**src/rtl/lane_pack_pkg.sv**
```systemverilog
package lane_pack_pkg;
    localparam int unsigned BYTE_W = 8;

    typedef enum logic {
        TX_IDLE = 1'b0,
        TX_SEND = 1'b1
    } tx_state_e;

    typedef enum logic {
        RX_FILL = 1'b0,
        RX_HOLD = 1'b1
    } rx_state_e;
endpackage

```
**src/rtl/lane_tx_serializer.sv**
```systemverilog
module lane_tx_serializer
    import lane_pack_pkg::*;
#(
    parameter int unsigned LANES     = 4,
    parameter bit          LSB_FIRST = 1'b1,
    localparam int unsigned WORD_W   = LANES * BYTE_W,
    localparam int unsigned IDX_W    = (LANES > 1) ? $clog2(LANES) : 1
) (
    input  logic              clk,
    input  logic              rst_n,
    input  logic              clear,
    input  logic [WORD_W-1:0] word_i,
    input  logic [LANES-1:0]  be_i,
    input  logic              valid_i,
    output logic              ready_o,
    output logic [BYTE_W-1:0] byte_o,
    output logic              byte_valid_o,
    input  logic              byte_ready_i,
    output logic              err_o
);
    tx_state_e         state_q, state_d;
    logic [WORD_W-1:0] word_q;
    logic [LANES-1:0]  mask_q;
    logic [LANES-1:0]  lane_bit;
    logic [LANES-1:0]  mask_left;
    logic [IDX_W-1:0]  lane;
    logic              err_q;
    logic              found;
    logic              take_word;

    // Pick the first pending lane in the configured order.
    always_comb begin
        lane  = '0;
        found = 1'b0;
        for (int i = 0; i < LANES; i++) begin
            int k;
            k = (LSB_FIRST != 1'b0) ? i : (LANES - 1 - i);
            if (!found && mask_q[k]) begin
                lane  = IDX_W'(k);
                found = 1'b1;
            end
        end
        lane_bit       = '0;
        lane_bit[lane] = 1'b1;
        mask_left      = mask_q & ~lane_bit;
    end

    assign take_word = (state_q == TX_IDLE) && valid_i && !clear;

    always_comb begin
        state_d = state_q;
        unique case (state_q)
            TX_IDLE: if (valid_i && (be_i != '0)) state_d = TX_SEND;
            TX_SEND: if (byte_ready_i && (mask_left == '0)) state_d = TX_IDLE;
            default: state_d = TX_IDLE;
        endcase
        if (clear) state_d = TX_IDLE;
    end

    always_ff @(posedge clk or negedge rst_n) begin
        if (!rst_n) begin
            state_q <= TX_IDLE;
            word_q  <= '0;
            mask_q  <= '0;
            err_q   <= 1'b0;
        end else begin
            state_q <= state_d;
            err_q   <= take_word && (be_i == '0);
            if (clear) begin
                mask_q <= '0;
            end else if (take_word && (be_i != '0)) begin
                word_q <= word_i;
                mask_q <= be_i;
            end else if ((state_q == TX_SEND) && byte_ready_i) begin
                mask_q <= mask_left;
            end
        end
    end

    always_comb begin
        ready_o      = (state_q == TX_IDLE) && !clear;
        byte_valid_o = (state_q == TX_SEND);
        byte_o       = word_q[lane*BYTE_W +: BYTE_W];
        err_o        = err_q;
    end
endmodule

```
**src/rtl/lane_rx_collector.sv**
```systemverilog
module lane_rx_collector
    import lane_pack_pkg::*;
#(
    parameter int unsigned LANES     = 4,
    parameter bit          LSB_FIRST = 1'b1,
    localparam int unsigned WORD_W   = LANES * BYTE_W,
    localparam int unsigned IDX_W    = (LANES > 1) ? $clog2(LANES) : 1
) (
    input  logic              clk,
    input  logic              rst_n,
    input  logic              clear,
    input  logic [BYTE_W-1:0] byte_i,
    input  logic              byte_valid_i,
    input  logic              byte_last_i,
    output logic              byte_ready_o,
    output logic [WORD_W-1:0] word_o,
    output logic              word_valid_o,
    input  logic              word_ready_i
);
    rx_state_e         state_q, state_d;
    logic [WORD_W-1:0] acc_q;
    logic [IDX_W-1:0]  cnt_q;
    logic [IDX_W-1:0]  lane;
    logic              take;
    logic              close;

    assign lane  = (LSB_FIRST != 1'b0) ? cnt_q : (IDX_W'(LANES - 1) - cnt_q);
    assign take  = (state_q == RX_FILL) && byte_valid_i && !clear;
    assign close = take && ((cnt_q == IDX_W'(LANES - 1)) || byte_last_i);

    always_comb begin
        state_d = state_q;
        unique case (state_q)
            RX_FILL: if (close) state_d = RX_HOLD;
            RX_HOLD: if (word_ready_i) state_d = RX_FILL;
            default: state_d = RX_FILL;
        endcase
        if (clear) state_d = RX_FILL;
    end

    always_ff @(posedge clk or negedge rst_n) begin
        if (!rst_n) begin
            state_q <= RX_FILL;
            acc_q   <= '0;
            cnt_q   <= '0;
        end else begin
            state_q <= state_d;
            if (clear) begin
                acc_q <= '0;
                cnt_q <= '0;
            end else if (take) begin
                acc_q[lane*BYTE_W +: BYTE_W] <= byte_i;
                cnt_q <= close ? '0 : cnt_q + 1'b1;
            end else if ((state_q == RX_HOLD) && word_ready_i) begin
                acc_q <= '0;
            end
        end
    end

    always_comb begin
        byte_ready_o = (state_q == RX_FILL) && !clear;
        word_valid_o = (state_q == RX_HOLD);
        word_o       = acc_q;
    end
endmodule

```
**src/rtl/byte_lane_packer.sv**
```systemverilog
module byte_lane_packer #(
    parameter int unsigned LANES     = 4,
    parameter bit          LSB_FIRST = 1'b1,
    localparam int unsigned WORD_W   = LANES * 8
) (
    input  logic              clk,
    input  logic              rst_n,
    input  logic              clear,
    input  logic [WORD_W-1:0] tx_word,
    input  logic [LANES-1:0]  tx_be,
    input  logic              tx_valid,
    output logic              tx_ready,
    output logic [7:0]        tx_byte,
    output logic              tx_byte_valid,
    input  logic              tx_byte_ready,
    output logic              tx_err,
    input  logic [7:0]        rx_byte,
    input  logic              rx_byte_valid,
    input  logic              rx_last,
    output logic              rx_byte_ready,
    output logic [WORD_W-1:0] rx_word,
    output logic              rx_word_valid,
    input  logic              rx_word_ready
);
    lane_tx_serializer #(.LANES(LANES), .LSB_FIRST(LSB_FIRST)) u_tx (
        .clk          (clk),
        .rst_n        (rst_n),
        .clear        (clear),
        .word_i       (tx_word),
        .be_i         (tx_be),
        .valid_i      (tx_valid),
        .ready_o      (tx_ready),
        .byte_o       (tx_byte),
        .byte_valid_o (tx_byte_valid),
        .byte_ready_i (tx_byte_ready),
        .err_o        (tx_err)
    );

    lane_rx_collector #(.LANES(LANES), .LSB_FIRST(LSB_FIRST)) u_rx (
        .clk          (clk),
        .rst_n        (rst_n),
        .clear        (clear),
        .byte_i       (rx_byte),
        .byte_valid_i (rx_byte_valid),
        .byte_last_i  (rx_last),
        .byte_ready_o (rx_byte_ready),
        .word_o       (rx_word),
        .word_valid_o (rx_word_valid),
        .word_ready_i (rx_word_ready)
    );
endmodule

```
**config.mk**
```make
export PLATFORM = sky130hd
export DESIGN_NAME = byte_lane_packer
export DESIGN_NICKNAME = d
export VERILOG_FILES = /design/src/rtl/lane_pack_pkg.sv /design/src/rtl/lane_tx_serializer.sv /design/src/rtl/lane_rx_collector.sv /design/src/rtl/byte_lane_packer.sv
export SDC_FILE = /design/constraint.sdc
export NUM_CORES = 1
export LEC_CHECK = 0
export BUFFER_PORTS_ARGS = -buffer_cell sky130_fd_sc_hd__buf_2
export CORE_ASPECT_RATIO = 0.6
export CORE_MARGIN = 5
export CORE_UTILIZATION = 46
export CTS_CLUSTER_DIAMETER = 40
export DETAILED_ROUTE_END_ITERATION = 16
export HOLD_SLACK_MARGIN = 0.03
export PLACE_DENSITY = 0.73
export SYNTH_ARGS = -nofsm -noshare
export SYNTH_HDL_FRONTEND = slang
export SYNTH_SLANG_ARGS = --single-unit
```
**constraint.sdc**
```tcl
create_clock -name clk -period 5.85 [get_ports clk]
set_clock_uncertainty 0.1 [all_clocks]
set_input_delay 0.8775 -clock clk [delete_from_list [all_inputs] [get_ports clk]]
set_output_delay 0.8775 -clock clk [all_outputs]
set_load 0.05 [all_outputs]
```
# ---- Yosys cells after proc, flatten, opt, wreduce, memory -nomap -nowiden
# Cells that the tools add are included.
dict set report totals {
  regBits 73
  output_inout_bits 45
}
dict set report classes {
  addsub 2
  magnitude_cmp 2
  n_eq_ne 1
  n_shift 3
  n_mux 26
  n_bitwise 5
  reduce_logical 29
}
# cell n
set ops {}
lappend ops {{32-bit 2-to-1 mux} 3}
lappend ops {{5-bit negation with 34-bit output} 1}
lappend ops {{8-bit by 34-bit variable shift with 32-bit output (first input constant)} 1}
lappend ops {{8-bit by 34-bit indexed part select with 32-bit output} 1}
lappend ops {{32-bit bitwise mux} 1}
lappend ops {{32-bit by 6-bit indexed part select with 8-bit output} 1}
lappend ops {{1-bit logical AND} 17}
lappend ops {{4-bit 2-to-1 mux} 3}
lappend ops {{1-bit 2-to-1 mux} 11}
lappend ops {{2-bit 2-to-1 mux} 5}
lappend ops {{4-bit zero test} 2}
lappend ops {{3-bit nonzero test} 2}
lappend ops {{4-bit bitwise AND} 1}
lappend ops {{1-bit zero test} 4}
lappend ops {{4-bit inverter} 1}
lappend ops {{1-bit one-hot mux with 2 select lines} 2}
lappend ops {{4-bit nonzero test} 1}
lappend ops {{2-bit by 3-bit < comparator with 1-bit output (second input constant)} 1}
lappend ops {{1-bit inverter} 3}
lappend ops {{2-bit by 1-bit adder with 2-bit output (second input constant)} 1}
lappend ops {{1-bit demux with 2-bit select} 1}
lappend ops {{2-bit == test (second input constant)} 1}
lappend ops {{2-bit by 1-bit greater-or-equal comparator with 1-bit output (second input constant)} 1}
lappend ops {{2-bit AND reduction} 1}
lappend ops {{2 further kinds} 2}

# ---- Longest topological paths before layout
dict set report depth {
  ltp_word 21
  mapped_depth 5
  depth_no_buf 5
}

# ---- Modules after synthesis
# Synthesis repeated with hierarchy kept, for this count alone.
dict set report hier_totals {
  cells_unflattened 274
  area_unflattened_um2 3469.6
}
# module instances cells_each area_each_um2
set by_module_without_submodules {}
lappend by_module_without_submodules {lane_tx_serializer 1 140 1928.1}
lappend by_module_without_submodules {lane_rx_collector 1 134 1541.5}

# ---- Worst setup path before layout
# Ideal clock, no wire load.
dict set report synth_timing {
  path_kind {input -> output}
  startpoint {input port clear}
  endpoint {output port rx_byte_ready}
  arrival_time_ns 1.695
  setup_slack_ns 3.178
  path_stages 2
  path_buffers 1
  cell_sequence {buf_2 -> nor2_1}
}
dict set report synth_via {
  elab_chain_cells 2
}
# element line_no
set synth_lines {}
lappend synth_lines {{from (decl)} byte_lane_packer.sv:8} ;# input logic clear,
lappend synth_lines {{1-bit zero test} lane_rx_collector.sv:61} ;# byte_ready_o = (state_q == RX_FILL) && !clear;
lappend synth_lines {{1-bit logical AND} lane_rx_collector.sv:61}
lappend synth_lines {{to (decl)} byte_lane_packer.sv:20} ;# output logic rx_byte_ready,
# Every way passes these cells.

# ---- Worst setup path after layout
dict set report layout_timing {
  startpoint {register u_tx.mask_q[1]}
  endpoint {output port tx_byte[6]}
}
dict set report layout_via {
  elab_chain_cells 9
}
# element line_no
set layout_lines {}
lappend layout_lines {{from (decl)} lane_tx_serializer.sv:23} ;# logic [LANES-1:0] mask_q;
lappend layout_lines {{from (signal assigned)} lane_tx_serializer.sv:73} ;# mask_q <= be_i;
lappend layout_lines {{from (signal assigned)} lane_tx_serializer.sv:75} ;# mask_q <= mask_left;
lappend layout_lines {{1-bit logical AND *} lane_tx_serializer.sv:38} ;# if (!found && mask_q[k]) begin
lappend layout_lines {{1-bit 2-to-1 mux} lane_tx_serializer.sv:38}
lappend layout_lines {{1-bit zero test} lane_tx_serializer.sv:38}
lappend layout_lines {{1-bit logical AND} lane_tx_serializer.sv:38}
lappend layout_lines {{1-bit 2-to-1 mux} lane_tx_serializer.sv:38}
lappend layout_lines {{1-bit zero test} lane_tx_serializer.sv:38}
lappend layout_lines {{1-bit logical AND} lane_tx_serializer.sv:38}
lappend layout_lines {{2-bit 2-to-1 mux *} lane_tx_serializer.sv:38}
lappend layout_lines {{32-bit by 6-bit indexed part select with 8-bit output *} lane_tx_serializer.sv:83} ;# byte_o = word_q[lane*BYTE_W +: BYTE_W];
lappend layout_lines {{to (decl)} byte_lane_packer.sv:13} ;# output logic [7:0] tx_byte,
# Mark *: on every way between the ends. The rest lies on a longest branch, timed or not.

==> metrics.log <==
[metrics] startpoint type of the worst setup path: flip-flop
[metrics] max-cap violations: 0
[metrics] fraction of registers with async set or reset after synthesis: 100%
[metrics] met3 usage: 3.98%
[metrics] worst slew slack as a fraction of its limit: 39.3%
[metrics] ys flop type: sky130_fd_sc_hd__dfrtp_1
[metrics] Synth cell types: 40
[metrics] GRT met1 Usage: 27.8%
[metrics] Starting Density: 47.7%
[metrics] Final Hold Viols: 0
[metrics] per-cell routed wire length: 18.5 um
[metrics] number of diodes added for antenna fixing: 0
[metrics] grt met2 use: 27.3%
[metrics] number of instances in the placed design: 413
[metrics] Worst-path clk slew: 0.05 ns
[metrics] overall routed net length: 7.93 mm
[metrics] number of pins exceeding their max-slew limit in the final report: 0
[metrics] number of instances in the synthesized netlist: 239
[metrics] portion of the clock cycle consumed by the worst path in the final layout: 54.5%
[metrics] via count of the first global-routing pass: 2534
[metrics] number of sinks driven by the clock tree: 73
[metrics] io pins: 97
[metrics] total global routing overflow: 0
[metrics] Filler Cells Inserted: 572
[metrics] Power Density: 338 nW/um2
[metrics] maximum vdd drop: 0.204 mV
[metrics] register area share after synthesis: 56.9%
[metrics] critical path fanouts, max: 22
[metrics] number of port buffers: 96
[metrics] area share of the leading cell type in the synthesized netlist: 56.9%
[metrics] die width: 118 um
[metrics] std cell rows: 23
[metrics] Final Setup Violations: 0
[metrics] hold bufs inserted after CTS: 0
[metrics] nets@finish: 394
[metrics] unrepaired setup endpoints after global routing: no
[metrics] Worst Hold Class: flip-flop to flip-flop
[metrics] Crit Path Class: flip-flop to output pin
[metrics] min cycle time layout: 3.19 ns
[metrics] area delta synth->final: 25.6%
[metrics] number of optimization iterations in the first detailed-route pass: 4
[metrics] number of register bits inferred by synthesis: 73
[metrics] number of nets with antenna violations after routing: 0
[metrics] crit-path cells: nor4b_2 -> a221o_1 -> buf_2
[metrics] outcome: finished, final reports clean
[metrics] Peak Freq: 314 MHz
[metrics] worst path required time: 4.87 ns
[metrics] synthesized net count: 296
[metrics] global-route wire length before repair: 13.0 mm
[metrics] mean instance size in the synthesized netlist: 13.4 um2
[metrics] via/cell ratio: 5.67
[metrics] Max Buffers Root-to-Sink: 2
[metrics] final estimated routing congestion in global placement: 0.790
[metrics] post-CTS setup repair buffer count: 0
[metrics] full die area: 8800 um2
[metrics] final cell count without fillers: 429
[metrics] clock network latency to the later pin of the worst-skew pair: 0.31 ns
[metrics] CTS tree: yes
[metrics] CP max-delay cell: sky130_fd_sc_hd__nor4b_2
[metrics] depth of the CTS H-tree: 3
[metrics] synthesized area: 3210 um2
[metrics] top cells by count, synth: 73 x sky130_fd_sc_hd__dfrtp_1, 30 x sky130_fd_sc_hd__mux2_1, 17 x sky130_fd_sc_hd__a21oi_1, 16 x sky130_fd_sc_hd__a22o_1, 16 x sky130_fd_sc_hd__a22o_2
[metrics] height of the die: 74.7 um
[metrics] Synth area leader: sky130_fd_sc_hd__dfrtp_1
[metrics] total clock buffers created by CTS: 9
[metrics] initial antenna violation count: 0
[metrics] total half-perimeter wirelength after legalization and detailed placement: 5.75 mm
[metrics] arrival time reported for the critical path endpoint: 2.21 ns
[metrics] total vias in the final route: 2431
[metrics] drt initial violations: 146
[metrics] library cell with the highest instance count after synthesis: sky130_fd_sc_hd__dfrtp_1
[metrics] total core area: 6730 um2
[metrics] cell types occupying the most area after synthesis: sky130_fd_sc_hd__dfrtp_1 57%, sky130_fd_sc_hd__mux2_1 11%, sky130_fd_sc_hd__a22o_2 5.0%
[metrics] Slew @ Worst Pin: 0.910 ns
[metrics] CP Capture Type: output pin
[metrics] number of remaining DRC errors: 0
[metrics] maximum cell stage delay along the critical path: 0.76 ns
[metrics] warnings from Yosys: 0
[metrics] layout cells sized above 1: 40.4%
[metrics] Top Usage Layer GRT: met1
[metrics] CTS Root Cell: sky130_fd_sc_hd__clkbuf_16
[metrics] global routing usage summed across all routing layers: 18.7%
[metrics] PostCTS Resize Cnt: 0
[metrics] static power due to leakage: 0.00196 uW
[metrics] number of synthesized flops with an enable pin: 0
[metrics] maximum number of pins on one net before global-route repair: 74
[metrics] final sum of negative setup slack: 0 ns
[state kept, by name (all words and copies together) (netlist names)]
register / flops
u_rx.word_o: 32
u_tx.mask_q: 4
u_tx.word_q: 32
u_rx.cnt_q: 2
u_tx.err_o: 1
u_tx.byte_valid_o: 1
u_rx.word_valid_o: 1
[per-layer routing]
metal | routed length [um] | vias up
met5 | 0 | -
met1 | 3830 | 1241
met4 | 34 | 0
met2 | 3660 | 74
met3 | 418 | 2
li1 | - | 1114
[layout by cell type (no fill, tap or decap), types with 5 or more instances in the layout]
cell                         n
sky130_fd_sc_hd__a21oi_1    17
sky130_fd_sc_hd__a221o_1     8
sky130_fd_sc_hd__a22o_1     16
sky130_fd_sc_hd__a22o_2     16
sky130_fd_sc_hd__buf_2      96
sky130_fd_sc_hd__clkbuf_16   9
sky130_fd_sc_hd__dfrtp_1    73
sky130_fd_sc_hd__ha_1        5
sky130_fd_sc_hd__mux2_1     30
sky130_fd_sc_hd__nand2_1    15
sky130_fd_sc_hd__nand3b_1    9
[path summary, 6_finish.rpt]
path,from,cells after the start,to,slack [ns]
worst min-delay path,u_tx.word_q[24],1,u_tx.word_q[24],0.39
worst min register to register,u_tx.word_q[24],1,u_tx.word_q[24],0.39
min in group asynchronous,rst_n,2,u_rx.word_o[5],0.65
max in group asynchronous,rst_n,2,u_tx.word_q[17],4.38
worst max-delay path,u_tx.mask_q[1],3,tx_byte[6],2.66
worst max register to register,u_rx.cnt_q[0],5,u_rx.word_o[5],3.33
[per-stage QoR]
stage	instance area [um2]	hold WS (ns)	util (%)	total power (uW)	worst slack, ns
after detailed placement	3740	0.377	55.6	840	2.97
after CTS	4030	0.388	59.9	1380	2.62
after floorplan	3210	0.358	-	762	3.18
after global routing	4030	0.407	59.9	1420	2.40
final	4030	0.389	59.9	1360	2.66
after global placement	3740	0.368	55.6	832	2.97
[worst max-delay path, delay by kind of cell, from the launching register on]
kind                   cells  cell delay [ns]
and+or+nand+nor            1             0.76
buffers and inverters      1             0.26
DFF                        1             0.60
AOI/OAI and AO/OA          1             0.27
[area by class of cell]
| cell class | instances | area [um2] | share of cell area [%] |
|---|---|---|---|
| flip-flops and latches | 73 | 1830 | 45.3 |
| multi-input cells | 154 | 1310 | 32.5 |
| repair buffers | 97 | 488 | 12.1 |
| clock buffers | 13 | 250 | 6.20 |
| well taps | 87 | 109 | 2.70 |
| clock inverters | 3 | 40.0 | 0.993 |
| inverters | 2 | 7.51 | 0.186 |
[where the power goes]
group          switching (uW)  total [uW]  internal, uW
sequential               38.2         596           558
clock                     191         532           341
combinational             150         234          83.7
total                     380        1360           982
[cell families (layout without fill, tap and decap cells)]
| family | count (synthesis) | count (layout) | share of synthesized area, % |
|---|---|---|---|
| adder cells (fa/ha/maj) | 5 | 5 | 1.95 |
| buffers and inverters | 12 | 115 | 2.22 |
| AO/OA/AOI/OAI | 65 | 65 | 16.5 |
| AND/OR/NAND/NOR | 52 | 52 | 11.2 |
| multiplexers | 32 | 32 | 11.2 |
| flip-flops | 73 | 73 | 56.9 |
No activity file was read; power rests on OpenSTA's default activity.
